[src/rtl/dac_rb_pkg.sv]
package dac_rb_pkg;

    localparam int ADDR_W    = 4;
    localparam int DATA_W    = 12;
    localparam int CODE_W    = 10;
    localparam int NUM_CH    = 8;
    localparam int NUM_PAIRS = NUM_CH / 2;
    localparam int IDX_W     = $clog2(NUM_CH);
    localparam int CODE_LSB  = DATA_W - CODE_W;
    localparam int CFG0_W    = 5;
    localparam int CFG1_W    = 2 * NUM_PAIRS;

    localparam logic [ADDR_W-1:0] A_CTRL0  = ADDR_W'(NUM_CH);
    localparam logic [ADDR_W-1:0] A_CTRL1  = ADDR_W'(NUM_CH + 1);
    localparam logic [ADDR_W-1:0] A_PRESET = ADDR_W'(NUM_CH + 2);
    localparam logic [ADDR_W-1:0] A_PAIR0  = ADDR_W'(NUM_CH + 4);

    typedef logic [CODE_W-1:0] code_t;

    typedef enum logic [2:0] {
        OP_NONE,
        OP_CHAN,
        OP_CTRL0,
        OP_CTRL1,
        OP_PRESET,
        OP_PAIR
    } op_e;

    // bit order matches the data field: 4 pd, 3 chain, 2:1 ref, 0 coding
    typedef struct packed {
        logic       gpd;
        logic       chain;
        logic [1:0] ref_sel;
        logic       twos;
    } cfg0_t;

    typedef struct packed {
        logic [NUM_PAIRS-1:0] pd;
        logic [NUM_PAIRS-1:0] fast;
    } cfg1_t;

    typedef struct packed {
        op_e              op;
        logic [IDX_W-1:0] idx;
        code_t            code;
    } wr_cmd_t;

    function automatic code_t fmt_code(input code_t raw, input logic twos);
        code_t c;
        c = raw;
        if (twos) c[CODE_W-1] = ~c[CODE_W-1];
        return c;
    endfunction

endpackage

[src/rtl/dac_rb_decode.sv]
module dac_rb_decode
    import dac_rb_pkg::*;
(
    input  logic                wr_valid,
    input  logic [ADDR_W-1:0]   wr_addr,
    input  code_t               raw_code,
    input  logic                twos,
    output wr_cmd_t             cmd
);

    always_comb begin
        cmd.op   = OP_NONE;
        cmd.idx  = '0;
        cmd.code = fmt_code(raw_code, twos);
        if (wr_valid) begin
            if (wr_addr < ADDR_W'(NUM_CH)) begin
                cmd.op  = OP_CHAN;
                cmd.idx = wr_addr[IDX_W-1:0];
            end else if (wr_addr == A_CTRL0) begin
                cmd.op = OP_CTRL0;
            end else if (wr_addr == A_CTRL1) begin
                cmd.op = OP_CTRL1;
            end else if (wr_addr == A_PRESET) begin
                cmd.op = OP_PRESET;
            end else if (wr_addr >= A_PAIR0) begin
                cmd.op  = OP_PAIR;
                cmd.idx = IDX_W'((wr_addr - A_PAIR0) << 1);
            end
        end
    end

endmodule

[src/rtl/dac_rb_chan.sv]
module dac_rb_chan
    import dac_rb_pkg::*;
(
    input  logic  clk,
    input  logic  rst,
    input  logic  wr_en,
    input  code_t wr_code,
    input  logic  load_n,
    output code_t out_q
);

    code_t in_q;
    code_t in_d;

    assign in_d = wr_en ? wr_code : in_q;

    always_ff @(posedge clk) begin
        if (rst) begin
            in_q  <= '0;
            out_q <= '0;
        end else begin
            in_q <= in_d;
            if (!load_n) out_q <= in_d;
        end
    end

endmodule

[src/rtl/dac_rb_cfg.sv]
module dac_rb_cfg
    import dac_rb_pkg::*;
(
    input  logic              clk,
    input  logic              rst,
    input  op_e               op,
    input  logic [CFG1_W-1:0] ctl_bits,
    input  code_t             code,
    output cfg0_t             cfg0_q,
    output cfg1_t             cfg1_q,
    output code_t             preset_q
);

    always_ff @(posedge clk) begin
        if (rst) begin
            cfg0_q   <= '0;
            cfg1_q   <= '0;
            preset_q <= '0;
        end else begin
            case (op)
                OP_CTRL0:  cfg0_q   <= cfg0_t'(ctl_bits[CFG0_W-1:0]);
                OP_CTRL1:  cfg1_q   <= cfg1_t'(ctl_bits);
                OP_PRESET: preset_q <= code;
                default: ;
            endcase
        end
    end

endmodule

[src/rtl/dac_regbank.sv]
module dac_regbank
    import dac_rb_pkg::*;
(
    input  logic                     clk,
    input  logic                     rst,
    input  logic                     wr_valid,
    input  logic [ADDR_W-1:0]        wr_addr,
    input  logic [DATA_W-1:0]        wr_data,
    input  logic                     load_n,
    input  logic                     preset_n,
    output logic [NUM_CH*CODE_W-1:0] ch_code,
    output logic [NUM_PAIRS-1:0]     pair_pd,
    output logic [NUM_PAIRS-1:0]     pair_fast,
    output logic                     global_pd,
    output logic                     chain_en,
    output logic [1:0]               ref_sel
);

    wr_cmd_t cmd;
    cfg0_t   cfg0;
    cfg1_t   cfg1;
    code_t   preset_val;

    dac_rb_decode u_dec (
        .wr_valid (wr_valid),
        .wr_addr  (wr_addr),
        .raw_code (wr_data[DATA_W-1:CODE_LSB]),
        .twos     (cfg0.twos),
        .cmd      (cmd)
    );

    dac_rb_cfg u_cfg (
        .clk      (clk),
        .rst      (rst),
        .op       (cmd.op),
        .ctl_bits (wr_data[CFG1_W-1:0]),
        .code     (cmd.code),
        .cfg0_q   (cfg0),
        .cfg1_q   (cfg1),
        .preset_q (preset_val)
    );

    for (genvar i = 0; i < NUM_CH; i++) begin : g_ch
        localparam logic [IDX_W-1:0] EVEN_IDX = IDX_W'(i - (i % 2));
        logic  sel_chan;
        logic  sel_pair;
        code_t code_in;
        code_t latched;

        assign sel_chan = (cmd.op == OP_CHAN) && (cmd.idx == IDX_W'(i));
        assign sel_pair = (cmd.op == OP_PAIR) && (cmd.idx == EVEN_IDX);

        if (i % 2 == 1) begin : g_odd
            assign code_in = sel_pair ? ~cmd.code : cmd.code;
        end else begin : g_even
            assign code_in = cmd.code;
        end

        dac_rb_chan u_chan (
            .clk     (clk),
            .rst     (rst),
            .wr_en   (sel_chan | sel_pair),
            .wr_code (code_in),
            .load_n  (load_n),
            .out_q   (latched)
        );

        assign ch_code[i*CODE_W +: CODE_W] = preset_n ? latched : preset_val;
    end

    assign pair_pd   = cfg1.pd;
    assign pair_fast = cfg1.fast;
    assign global_pd = cfg0.gpd;
    assign chain_en  = cfg0.chain;
    assign ref_sel   = cfg0.ref_sel;

endmodule

[config.mk]
export PLATFORM = sky130hd
export DESIGN_NAME = dac_regbank
export DESIGN_NICKNAME = d
export VERILOG_FILES = /design/src/rtl/dac_rb_pkg.sv /design/src/rtl/dac_rb_decode.sv /design/src/rtl/dac_rb_chan.sv /design/src/rtl/dac_rb_cfg.sv /design/src/rtl/dac_regbank.sv
export SDC_FILE = /design/constraint.sdc
export NUM_CORES = 1
export LEC_CHECK = 0
export ABC_CLOCK_PERIOD_IN_PS = 2800
export CORE_ASPECT_RATIO = 0.8
export CORE_UTILIZATION = 55
export CTS_CLUSTER_SIZE = 8
export DETAILED_ROUTE_END_ITERATION = 8
export GPL_ROUTABILITY_DRIVEN = 0
export HOLD_SLACK_MARGIN = 0.15
export PLACE_DENSITY = 0.8
export SETUP_SLACK_MARGIN = 0.1
export SYNTH_ARGS = -nofsm -noshare
export SYNTH_HDL_FRONTEND = slang
export SYNTH_HIERARCHICAL = 1
export SYNTH_SLANG_ARGS = --single-unit
[constraint.sdc]
create_clock -name clk -period 2.8 [get_ports clk]
set_input_delay 0.56 -clock clk [delete_from_list [all_inputs] [get_ports clk]]
set_output_delay 0.56 -clock clk [all_outputs]
set_load 0.05 [all_outputs]
# Word level (Yosys, flattened, before mapping)
# Cells that the tools add are included.
# op_classes
muxes	30
addsub	1
n_lt_le_gt_ge	2
eq_ne	15
reduce_logical	13
n_bitwise	10
# op_table
operator	count
$mux 10	20
$eq 3x3->1 const B	6
$mux 3	6
$mux 6	3
$eq 3x2->1 const B	4
$eq 4x4->1 const B	3
$logic_and 1x1->1	12
$not 10->10	1
$or 1x1->1	8
$eq 3x1->1 const B	2
$ge 4x4->1 const B	1
$lt 4x4->1 const B	1
$logic_not 3->1	1
$sub 2x1->2 const B	1
$mux 1	1
$not 1->1	1
# totals
in_bits	21
output_inout_bits	92
wordCells	94
register_bits	183

# Depth between registers and ports, before layout
# Gate-level depths: netlist of run 1.
# logic_depth
word_depth	11
ltp_mapped	9
depth_no_buf	7

# Modules after synthesis
# Netlist of run 1, hierarchy kept.
# by_module_without_submodules
mod	area_each_um2	cells_per_inst	n_inst	seq_area_each_um2
dac_rb_chan	701.9	65	8	400.4
dac_regbank	1350.0	254	1	0.0
dac_rb_cfg	1012.2	97	1	460.4
dac_rb_decode	153.9	23	1	0.0

# Worst setup path after synthesis of run 1
# OpenSTA, ideal clock, no wires.
# synth_path
path_kind	input to output
start	in preset_n
end	out ch_code[16]
setup_slack_ps	617
n_path_buf	3
arrival_ps	1623
path_stages	5
required_ps	2240
path_cell_list	clkbuf_1 -> clkbuf_1 -> nand2b_1 -> clkbuf_1 -> nand2_1
# synth_between
elab_chain_len	1
# synth_rtl
item	line	rtl
start, declared	dac_regbank.sv:10	input logic preset_n,
$mux 10	dac_regbank.sv:68	assign ch_code[i*CODE_W +: CODE_W] = preset_n ? latched : preset_val;
end, declared	dac_regbank.sv:11	output logic [NUM_CH*CODE_W-1:0] ch_code,
# Every way passes these cells.

# Worst setup path after layout of run 1
# layout_path
start	in preset_n
end	out ch_code[15]
# The elaborated chain is that of the path after synthesis.

==> metrics.md, run 1 <==
| Metric | Value |
|---|---|
| # placed instances | 1163 |
| Worst hold start | u_cfg/cfg1_q[5]$_SDFFE_PP0N_ |
| Clock transition at the registers of the reported paths | 0.07 ns |
| Worst r2r src | u_cfg/cfg0_q[0]$_SDFFE_PP0N_ |
| Post-synthesis compound-gate area fraction | roughly 7.7% |
| Critical Path Start | preset_n |
| Commonest cells after routing, fill and taps aside | dfxtp_1, nand2_1, buf_4, mux2i_1, nor2_1 |
| Initial DRT Pass Iterations | 5 |
| Max-Cap Viols | 0 |
| Cts hold-fix bufs | 0 |
| WL per Instance | 17.17 um |
| ANT nets after route | 0 |
| Fmax achieved | approximately 390 MHz |
| Post-synthesis sequential area ratio | a little under half |
| Initial Util | 56.68% |
| Grt total ovfl | 0 |
| CTS tree | yes |
| Largest net degree at the start of global routing | 65 |
| Post-CTS Setup Inserts | 0 |
| Maximum clock path buffer count | 2 |
| H-tree depth | 4 |
| Cts repair resizes | 0 |
| Worst setup path category | in2out |
| Initial antenna violation count | 0 |
| Drc violations | 0 |
| Die area | 0.01528 mm^2 |
| Fraction of registers with async set/reset | 0% |
| Final slew viol count | 0 |
| Post-Syn Area per Cell | between 9 and 10 um^2 |
| Synthesized flop and latch total | approximately 180 |
| CP endpoint kind | output port |
| Nets | 1019 |
| Synth Area in Simple Gates | 23.54% |
| Unrepaired setup endpoints after global routing | no |
| Peak VDD IR | between 0.0004 and 0.0005 V |
| Total GRT Usage | between 20 and 30% |
| Xor/xnor cell area share of the yosys netlist | 5.447% |
| Clock buffer count from CTS | 17 |
| Post-synthesis mux area share | roughly 13% |
| Number of global-route vias before repair | roughly 6000 |
| Ratio of cells with drive above 1 in the final layout | 17.51% |
| Largest fanout on the critical path | 23 |
| # IOs | between 100 and 150 |
| Dpl hpwl | 13.35 mm |
| Root Driver | clkbuf_16 |
| Vias per cell | approximately 5.3 |
| Vias | 6320 |
| Die width | 137.9 um |
| Count of input and output buffers | between 100 and 150 |
| EDFF count, synth | 0 |
| Final Setup Violations | 0 |
| Critical path required time | around 2.2 ns |
| Core area | 0.01435 mm^2 |
| PD cells | ~600 mW/mm^2 |
| N_diodes | 0 |
| Setup_tns | 0 ns |
| Measured slew at the worst slew-check pin | 0.7598 ns |
| Cell row count | 39 |
| Period minus WS final | between 2 and 3 ns |
| Post-Layout Cell Count | roughly 1200 |
| Cells after Synth | roughly 890 |
| Combinational family with the most area after synthesis | simple AND/OR/NAND/NOR gates |
| First-pass GRT wire length | between 30 and 40 mm |
| Worst min path class | reg2reg |
| Initial DRC Count | 447 |
| Final wirelength | 20.52 mm |
| Yosys cell types | 32 |
| Adder-Cell Fraction of Synth Area | 0% |
| Fin Clk Skew | around 0.012 ns |
| Clk Latency, worst-skew pair | ~0.44 ns |
| Yosys Warn Count | 6 |
| Leak Pwr | approximately 0.0042 uW |
| Main synth FF type | dfxtp_1 |
| Commonest non-fill, non-tap cell in the layout | dfxtp_1 |
| Crit path arrival time | 2.00 ns |
| Layout Area Growth over Synthesis | 21.19% |
| Syn_nets | approximately 920 |
| Mapped Area | a little over 0.008 mm^2 |
| Sink Count | between 150 and 200 |
| Outcome | finished, final reports clean |
| Height of the die | ~110 um |
| Startpoint types | input pin |
| FILL cells | between 1000 and 1500 |
| Tcrit/Tclk final | between 90% and 100% |
| Final hold violations | 0 |
| Slew margin rel. | between 40% and 50% |
-- cell families (layout without fill, tap and decap cells) --
logic type	Yosys count	in the layout
DFF	183	183
AOI/OAI and AO/OA	83	83
and+or+nand+nor	400	400
muxes	103	103
buffers and inverters	83	200
xor gates and xnor gates	42	42
-- routing by layer --
layer / vias to the layer above / GRT usage, % / part of all wire [%]
met4: 0 / 10.80 / 2.4
met3: 31 / 5.304 / 5.4
met1: 2967 / 38.45 / 47
met5: - / 0 / 0
met2: 195 / 43.30 / 45
li1: 3127 / - / -
-- where the power goes --
group          switching (uW)  internal [uW]
sequential               41.5           2700
combinational             548            298
clock                    1000           1360
total                    1590           4350
-- metrics by stage --
step / util [%] / hold WS [ns] / total power, uW / area [um^2] / setup slack, ns
2_1_floorplan: - / 0.4491 / 3381 / 8132 / 0.6165
3_3_place_gp: 64.62 / 0.4598 / 3621 / 9270 / 0.02523
3_5_place_dp: 64.62 / 0.4622 / 3633 / 9270 / 0.002909
4_1_cts: 68.69 / 0.4754 / 5963 / 9854 / 0.2765
5_1_grt: 68.69 / 0.4958 / 6147 / 9854 / 0.2171
6_report: 68.69 / 0.4765 / 5944 / 9854 / 0.2411
-- critical path, cell delays in order --
cell	delay, ns
buf_2	0.37
nand2b_1	0.57
buf_4	0.25
nand2_1	0.05
buf_4	0.18
-- area by class of cell --
type                            instances  area [um^2]  share of cell area, %
Inverter                               10        37.54                 0.3809
Sequential cell                       183         3664                  37.18
Multi-Input combinational cell        628         4023                  40.82
Clock inverter                         12        127.6                  1.295
Tap cell                              184        230.2                  2.336
Clock buffer                           20        456.7                  4.634
Timing Repair Buffer                  158         1316                  13.36
-- sequential cells by signal (all words and copies together) (netlist names) --
name,cells
g_ch.u_chan/out_q,80
g_ch.u_chan/in_q,80
u_cfg/cfg1_q,8
u_cfg/cfg0_q,5
u_cfg/preset_q,10
-- Yosys cell counts, types with 2 or more instances --
cell type	number	area (um^2)
xnor2_1	21	183.9
nand3b_1	2	15.01
clkbuf_1	41	153.9
nor2b_1	82	513.0
buf_6	9	101.4
xor2_1	11	96.34
nor3b_1	3	22.52
dfxtp_1	183	3664
a211oi_1	80	600.6
buf_4	13	97.59
xnor2_2	10	162.7
mux2i_1	103	1031
nand2_1	163	611.8
buf_2	9	45.04
nand2b_1	53	331.6
nor2_1	88	330.3
clkinv_1	8	30.03
-- final timing paths --
| check | slack (ns) | depth (start not counted) | end |
|---|---|---|---|
| setup / recovery | 0.24 | 5 | ch_code[15] |
| hold / removal | 0.48 | 2 | u_cfg/cfg1_q[5]$_SDFFE_PP0N_ |
| setup reg to reg | 1.42 | 5 | g_ch[7].u_chan/out_q[9]$_SDFFE_PP0N_ |
| hold reg to reg | 0.48 | 2 | u_cfg/cfg1_q[5]$_SDFFE_PP0N_ |
No activity file was read; power rests on OpenSTA's default activity.
==> inputs of run 2 (changes only) <==
--- a/config.mk
+++ b/config.mk
@@ -14,6 +14,7 @@
 export HOLD_SLACK_MARGIN = 0.15
 export PLACE_DENSITY = 0.8
 export SETUP_SLACK_MARGIN = 0.1
+export SLEW_MARGIN = 10
 export SYNTH_ARGS = -nofsm -noshare
 export SYNTH_HDL_FRONTEND = slang
 export SYNTH_HIERARCHICAL = 1
==> results of run 2 <==
No change in the layout: final DEF, timing and power equal those of run 1.
==> inputs of run 3 (changes only) <==
--- a/config.mk
+++ b/config.mk
@@ -7,6 +7,7 @@
 export LEC_CHECK = 0
 export ABC_CLOCK_PERIOD_IN_PS = 2800
 export CORE_ASPECT_RATIO = 0.8
+export CORE_MARGIN = 5
 export CORE_UTILIZATION = 55
 export CTS_CLUSTER_SIZE = 8
 export DETAILED_ROUTE_END_ITERATION = 8
==> metrics.md, run 3 (synthesis results as in run 1) <==
| Metric | Value |
|---|---|
| Outcome | finished, final reports clean |
| Tcrit/Tclk final | 87.08% |
| Critical path required time | approximately 2.2 ns |
| Layout Area Growth over Synthesis | 20.94% |
| Final hold violations | 0 |
| First-pass GRT wire length | about 33 mm |
| Vias per cell | about 5.3 |
| Final wirelength | 20.92 mm |
| Switch Pwr | roughly 1500 uW |
| Post-CTS Setup Inserts | 0 |
| Cts hold-fix bufs | 0 |
| Worst setup path category | in2out |
| Top Registers | g_ch.u_chan/in_q (80), g_ch.u_chan/out_q (80), u_cfg/preset_q (10) |
| Clk pwr share | between 30% and 40% |
| Unrepaired setup endpoints after global routing | no |
| Core area | ~0.014 mm^2 |
| Largest net degree at the start of global routing | 60 |
| Sink Count | 183 |
| Die width | approximately 150 um |
| Worst min path class | reg2reg |
| Period minus WS final | 2.438 ns |
| Final Hold Slack | between 0.4 and 0.5 ns |
| Initial DRC Count | 450 |
| Cell row count | 39 |
| Sw Ratio | between 20% and 30% |
| Commonest cells after routing, fill and taps aside | dfxtp_1, nand2_1, buf_4, mux2i_1, nor2_1 |
| Internal power | around 4400 uW |
| Initial DRT Pass Iterations | 5 |
| PD cells | between 600 and 700 mW/mm^2 |
| Final slew viol count | 0 |
| Dpl hpwl | around 14 mm |
| Clk Latency, worst-skew pair | 0.43 ns |
| Measured slew at the worst slew-check pin | 0.7675 ns |
| WL per Instance | between 15 and 20 um |
| Die area | ~0.017 mm^2 |
| CP endpoint kind | output port |
| Vias | roughly 6300 |
| Commonest non-fill, non-tap cell in the layout | dfxtp_1 |
| Initial Util | 56.49% |
| Crit path arrival time | about 1.9 ns |
| Maximum clock path buffer count | 2 |
| Leak Pwr | 0.004237 uW |
| Count of input and output buffers | around 110 |
| Critical path's largest stage delay | approximately 0.56 ns |
| Largest fanout on the critical path | 17 |
| Final Setup Violations | 0 |
| # IOs | around 110 |
| Height of the die | approximately 120 um |
| Startpoint types | input pin |
| Clock buffer count from CTS | 17 |
| Slew margin rel. | 48.67% |
| Nets | roughly 1000 |
| CP cell instances | buf_2 -> nand2b_1 -> nand2_1 -> buf_4 |
| Setup_tns | 0 ns |
| Number of global-route vias before repair | 6222 |
| Sequential power share | between 40% and 50% |
| CTS tree | yes |
| Peak VDD IR | between 0.0004 and 0.0005 V |
| Root Driver | clkbuf_16 |
| H-tree depth | 4 |
| Total GRT Usage | 24.24% |
| Grt total ovfl | 0 |
| Cts repair resizes | 0 |
| Ratio of cells with drive above 1 in the final layout | between 10% and 20% |
| Fmax achieved | 410.1 MHz |
| Drc violations | 0 |
| Slowest library cell on the worst path | nand2b_1 |
| Comb pwr share | 14.4% |
| N_diodes | 0 |
| Max-Cap Viols | 0 |
| Tot Pwr | a little under 6000 uW |
| FILL cells | between 1000 and 1500 |
| Clock transition at the registers of the reported paths | roughly 0.06 ns |
| ANT nets after route | 0 |
| Fin Clk Skew | 0.007028 ns |
| Initial antenna violation count | 0 |
[run 3: cell types whose count changed in the layout (fill, tap and decap cells not counted), sizes merged]
cell | previous run | this run
clkbuf | 20 | 24
clkinv | 14 | 10
clkinvlp | 4 | 0
buf | 129 | 126
[run 3: area by class of cell]
type / instances / area [um^2] / area share (%)
clock buffer: 24 / 491.7 / 5.000
clock inverter: 4 / 70.07 / 0.7125
inverter: 10 / 37.54 / 0.3817
multi-input combinational: 628 / 4023 / 40.90
sequential: 183 / 3664 / 37.25
tap: 184 / 230.2 / 2.341
timing repair buffer: 155 / 1319 / 13.41
[run 3: power by group through the flow]
stage,Sequential (uW),Clock [uW],Combinational [uW]
after global placement,2790,0,832
after global routing,2750,2460,905
final,2740,2320,849
after detailed placement,2790,0,842
after floorplan,2790,0,590
after CTS,2740,2340,847
[run 3: path summary, 6_finish.rpt]
| check | startpoint | endpoint | slack [ns] | cells past startpoint |
|---|---|---|---|---|
| min | u_cfg/cfg1_q[1]$_SDFFE_PP0N_ | u_cfg/cfg1_q[1]$_SDFFE_PP0N_ | 0.48 | 2 |
| max | preset_n | ch_code[18] | 0.36 | 4 |
| max reg2reg | u_cfg/cfg0_q[0]$_SDFFE_PP0N_ | g_ch[3].u_chan/out_q[9]$_SDFFE_PP0N_ | 1.42 | 5 |
| min reg2reg | u_cfg/cfg1_q[1]$_SDFFE_PP0N_ | u_cfg/cfg1_q[1]$_SDFFE_PP0N_ | 0.48 | 2 |
[run 3: worst max-delay path, delay by kind of cell]
family        cells  cell delay (ns)
simple gates      2             0.79
buf+inv           2             0.52
[run 3: per-stage QoR]
step                      worst slack (ns)  cells  util (%)  instance area [um^2]
final                               0.3618   1188     68.32                  9834
after global routing                0.2324   1188     68.32                  9834
after CTS                           0.4104   1188     68.32                  9834
after detailed placement          0.007675   1160     64.42                  9273
after global placement             0.05243   1160     64.42                  9273
after floorplan                     0.6165    894         -                  8132
[run 3: layer usage]
layer	wire length [um]	share of wire, %	track usage, %
met1	9904	47	33.13
met2	9284	44	37.55
met3	1334	6.4	6.618
met4	397	1.9	7.592
met5	0	0	0
